## config.mk

```make
export PLATFORM = sky130hd
export DESIGN_NAME = selbus_regfile
export DESIGN_NICKNAME = d
export VERILOG_FILES = /design/src/rtl/selbus_regfile_pkg.sv /design/src/rtl/selbus_regfile_wsel.sv /design/src/rtl/selbus_regfile_wdec.sv /design/src/rtl/selbus_regfile_word.sv /design/src/rtl/selbus_regfile_rmux.sv /design/src/rtl/selbus_regfile.sv
export SDC_FILE = /design/constraint.sdc
export NUM_CORES = 1
export LEC_CHECK = 0
export CORE_AREA = 4 4 78 80
export DETAILED_ROUTE_END_ITERATION = 7
export DIE_AREA = 0 0 82 84
export DONT_BUFFER_PORTS = 1
export PLACE_DENSITY = 0.72
export SYNTH_ARGS = -nofsm -noshare
export SYNTH_HDL_FRONTEND = slang
export SYNTH_SLANG_ARGS = --single-unit
```

## constraint.sdc

```tcl
create_clock -name clk -period 1.8 [get_ports clk]
set_input_delay 0.45 -clock clk [delete_from_list [all_inputs] [get_ports clk]]
set_output_delay 0.45 -clock clk [all_outputs]
set_load 0.005 [all_outputs]
```

## src/rtl/selbus_regfile_pkg.sv

```systemverilog
package selbus_regfile_pkg;

   typedef enum logic {
      WBUS_A = 1'b0,
      WBUS_B = 1'b1
   } wbus_e;

   function automatic bit is_pow2(input int unsigned v);
      return (v != 0) && ((v & (v - 1)) == 0);
   endfunction

endpackage

```

## src/rtl/selbus_regfile_wsel.sv

```systemverilog
module selbus_regfile_wsel
   import selbus_regfile_pkg::*;
#(
   parameter int WORD_W = 8
) (
   input  wbus_e              bus,
   input  logic [WORD_W-1:0]  data_a,
   input  logic [WORD_W-1:0]  data_b,
   output logic [WORD_W-1:0]  data_o
);

   always_comb begin
      unique case (bus)
         WBUS_A:  data_o = data_a;
         WBUS_B:  data_o = data_b;
         default: data_o = data_a;
      endcase
   end

endmodule

```

## src/rtl/selbus_regfile_wdec.sv

```systemverilog
module selbus_regfile_wdec #(
   parameter int WORD_CNT   = 8,
   parameter bit ZERO_WORD0 = 1'b0,
   localparam int ADDR_W    = $clog2(WORD_CNT)
) (
   input  logic                 en,
   input  logic [ADDR_W-1:0]    addr,
   output logic [WORD_CNT-1:0]  strobe
);

   for (genvar i = 0; i < WORD_CNT; i++) begin : g_strobe
      if (ZERO_WORD0 && i == 0) begin : g_masked
         assign strobe[i] = 1'b0;
      end else begin : g_live
         assign strobe[i] = en && (addr == ADDR_W'(i));
      end
   end

endmodule

```

## src/rtl/selbus_regfile_word.sv

```systemverilog
module selbus_regfile_word #(
   parameter int WORD_W    = 8,
   parameter bit HARD_ZERO = 1'b0
) (
   input  logic               clk,
   input  logic               we,
   input  logic [WORD_W-1:0]  d,
   output logic [WORD_W-1:0]  q
);

   if (HARD_ZERO) begin : g_const
      logic unused_word_in;
      assign unused_word_in = ^{clk, we, d};
      assign q = '0;
   end else begin : g_store
      logic [WORD_W-1:0] held;
      always_ff @(posedge clk) begin
         if (we) held <= d;
      end
      assign q = held;
   end

endmodule

```

## src/rtl/selbus_regfile_rmux.sv

```systemverilog
module selbus_regfile_rmux #(
   parameter int WORD_W   = 8,
   parameter int WORD_CNT = 8,
   localparam int ADDR_W  = $clog2(WORD_CNT)
) (
   input  logic                              en,
   input  logic [ADDR_W-1:0]                 addr,
   input  logic [WORD_CNT-1:0][WORD_W-1:0]   words,
   output logic [WORD_W-1:0]                 data_o
);

   always_comb begin
      data_o = '0;
      if (en) data_o = words[addr];
   end

endmodule

```

## src/rtl/selbus_regfile.sv

```systemverilog
module selbus_regfile
   import selbus_regfile_pkg::*;
#(
   parameter int WORD_W     = 8,
   parameter int WORD_CNT   = 8,
   parameter bit ZERO_WORD0 = 1'b0,
   localparam int ADDR_W    = $clog2(WORD_CNT)
) (
   input  logic               clk,
   input  logic               wr_bus,
   input  logic               wr_en,
   input  logic               rd_en,
   input  logic [ADDR_W-1:0]  rd_addr,
   input  logic [ADDR_W-1:0]  wr_addr,
   input  logic [WORD_W-1:0]  wr_data_a,
   input  logic [WORD_W-1:0]  wr_data_b,
   output logic [WORD_W-1:0]  rd_data
);

   // parameter legality, checked at elaboration
   if (!is_pow2(WORD_CNT) || WORD_CNT < 2) begin : g_bad_cnt
      $error("selbus_regfile: WORD_CNT must be a power of two >= 2");
   end
   if (WORD_W < 1) begin : g_bad_w
      $error("selbus_regfile: WORD_W must be at least 1");
   end

   logic [WORD_W-1:0]                wdata;
   logic [WORD_CNT-1:0]              wstrb;
   logic [WORD_CNT-1:0][WORD_W-1:0]  words;

   selbus_regfile_wsel #(.WORD_W(WORD_W)) u_wsel (
      .bus    (wbus_e'(wr_bus)),
      .data_a (wr_data_a),
      .data_b (wr_data_b),
      .data_o (wdata)
   );

   selbus_regfile_wdec #(.WORD_CNT(WORD_CNT), .ZERO_WORD0(ZERO_WORD0)) u_wdec (
      .en     (wr_en),
      .addr   (wr_addr),
      .strobe (wstrb)
   );

   for (genvar i = 0; i < WORD_CNT; i++) begin : g_word
      selbus_regfile_word #(
         .WORD_W    (WORD_W),
         .HARD_ZERO (ZERO_WORD0 && i == 0)
      ) u_word (
         .clk (clk),
         .we  (wstrb[i]),
         .d   (wdata),
         .q   (words[i])
      );
   end

   selbus_regfile_rmux #(.WORD_W(WORD_W), .WORD_CNT(WORD_CNT)) u_rmux (
      .en     (rd_en),
      .addr   (rd_addr),
      .words  (words),
      .data_o (rd_data)
   );

endmodule

```

==> out/metrics.yaml <==
crit_type: "flop to output port"
ys_warn_count: 0
dieWidth_um: 82
cp-start-kind: "flop"
die_h_um: 84
syn-num-nets: 150
drv_cap: 0
place_inst: 198
synth_edf_count: 64
setup_viol: 8
synth_top_area_cell: "edfxtp_1"
die_area_mm2: 0.00689
critPathLaunch: "g_word[7].u_word.q[5]"
place_congestion: 0.690
core-area_mm2: 0.00541
initial_utilization_pct: 48.6
yosysMostFrequentCell: "edfxtp_1"
post-cts-setup-buffer-count: 0
max_slew_margin_pct: 76.0
clockBufferDepth: 2
tns_ns: -0.276
cts_num_sinks: 64
place_area_mm2: 0.00273
hpwl_um: 2940
grt_pass1_wl_um: 7640
cp_max_fo: 1
finalCritPeriodShare_pct: 103
viasPerCell: 5.67
yosys-top-cells-area: "edfxtp_1 73%, mux4_1 8.0%, mux4_2 6.9%, mux2_2 3.4%, mux2i_1 3.0%"
grt_antenna_before_repair: 0
final_util_pct: 53.2
ys_seq_elements: 64
overflow: 0
area.growth.synth_to_final_pct: 9.38
largest_reg_flops: 64
violations: "negative setup slack"
worst_slack_ns: -0.0596
grt_pass1_vias: 1313
track_usage_pct: 16.2
powerDensity_mw_per_mm2: 1040
drt-initial-drc-count: 98
ctsHoldBuffers: 0
rsz0062_at_grt: "yes"
power.leakage_nw: 0.940
status: "finished with violations"
path_clk_slew_ns: 0.07
ys.flop_type: "edfxtp_1"
worstMarginPinSlew_ns: 0.360
drive_gt1_share_pct: 31.0
grt_max_degree: 17
synthArstFlopShare_pct: 0
layoutNonFillerInstCount: 214
drc: 0
fmax_ghz: 0.538
syn_area_mm2: 0.00263
routed_wl_um: 4800
final.fill_count: 439
yosysSeqAreaShare_pct: 73.1
io_pins: 34
cts_root_buf: "clkbuf_8"
cp-end-kind: "output port"
synth_top_area_share_pct: 73.1
cts_tree: "built"
final_hold_viol_count: 0
required_ns: 1.35
ant_nets: 0
numCtsBuffers: 9
avgRoutedWirePerCell_um: 22.4
avgSynthCellArea_um2: 21.2
firstDrtPassIters: 4
fin_total_pwr_w: 0.00300
vias: 1213
antenna_cells: 0
postLayoutCellArea_mm2: 0.00287
ir_drop_uv: 435
ys_types: 15
fin_crit_ns: 1.86
io_buffers: 0
critPathArrivalTime_ns: 1.41
std_cell_rows: 27
min_from: "wr_data_a[7]"
slew_violations: 0
ys_top_cells_by_count: "64 x edfxtp_1, 14 x nor2_1"
htree_levels: 3
hold_class: "input port to flop"
synth_cells: 124
finalNetCount: 163
[logic make-up (layout without fill, tap and decap cells)]
group / Yosys count / after routing / share of synthesized area, %
multiplexers: 32 / 32 / 21.3
buffers and inverters: 7 / 25 / 2.14
flip-flops: 64 / 64 / 73.1
AND/OR/NAND/NOR: 21 / 21 / 3.38
[placed cells by master, fill, tap and decap left out]
cell type  netlist  layout
nor3_1           2       2
clkinv_1         0       2
clkbuf_1         1       2
inv_1            1       1
nand2_1          2       2
mux2i_1          8       8
mux4_2           8      16
nand2b_1         3       3
mux2_2           8       8
clkbuf_8         0       9
buf_4            1       8
bufinv_16        0       1
edfxtp_1        64      64
clkinv_2         0       2
nor2_1          14      14
[repair_timing]
item | in CTS | in global routing
gates resized for setup | 8 | 0
pin swaps | 5 | 3
endpoints found under the setup margin | 8 | 8
[final cells by class]
type	instances	area [um^2]	area share, %
inverters	1	3.75	0.131
clock inverters	5	47.5	1.65
repair buffers	8	60.1	2.09
flip-flops and latches	64	1920	66.9
clock buffers	11	131	4.57
well taps	72	90.1	3.13
multi-input cells	53	619	21.5
[worst paths after layout]
kind	endpoint	cells after the start
hold / removal	g_word[1].u_word.q[7]	1
setup / recovery	rd_data[5]	3
[routing by layer]
metal / vias up / GRT usage, % / wire length, um / part of all wire (%)
li1: 529 / - / - / -
met1: 630 / 22.6 / 2070 / 43
met2: 42 / 22.9 / 2320 / 48
met3: 12 / 4.54 / 304 / 6.3
met4: 0 / 8.61 / 114 / 2.4
met5: - / 0 / 0 / 0
[through the flow]
step | hold slack (ns) | setup slack [ns]
2_1_floorplan | 0.748 | -0.00309
3_3_place_gp | 0.773 | 0.150
3_5_place_dp | 0.796 | 0.126
4_1_cts | 0.440 | -0.0848
5_1_grt | 0.449 | -0.137
6_report | 0.447 | -0.0596
[power by group]
part	internal [W]	total (W)	switching, W
sequential	0.00170	0.00172	0.0000114
combinational	0.0000832	0.000159	0.0000762
clock	0.000626	0.00112	0.000497
total	0.00241	0.00300	0.000584
[worst max-delay path, cell delays in order, from the launching register on]
cell and delay (ns):
edfxtp_1 0.38, mux4_2 0.48, mux2i_1 0.15, nor2_1 0.08
Note: power is estimated with default switching activity, not from simulation.
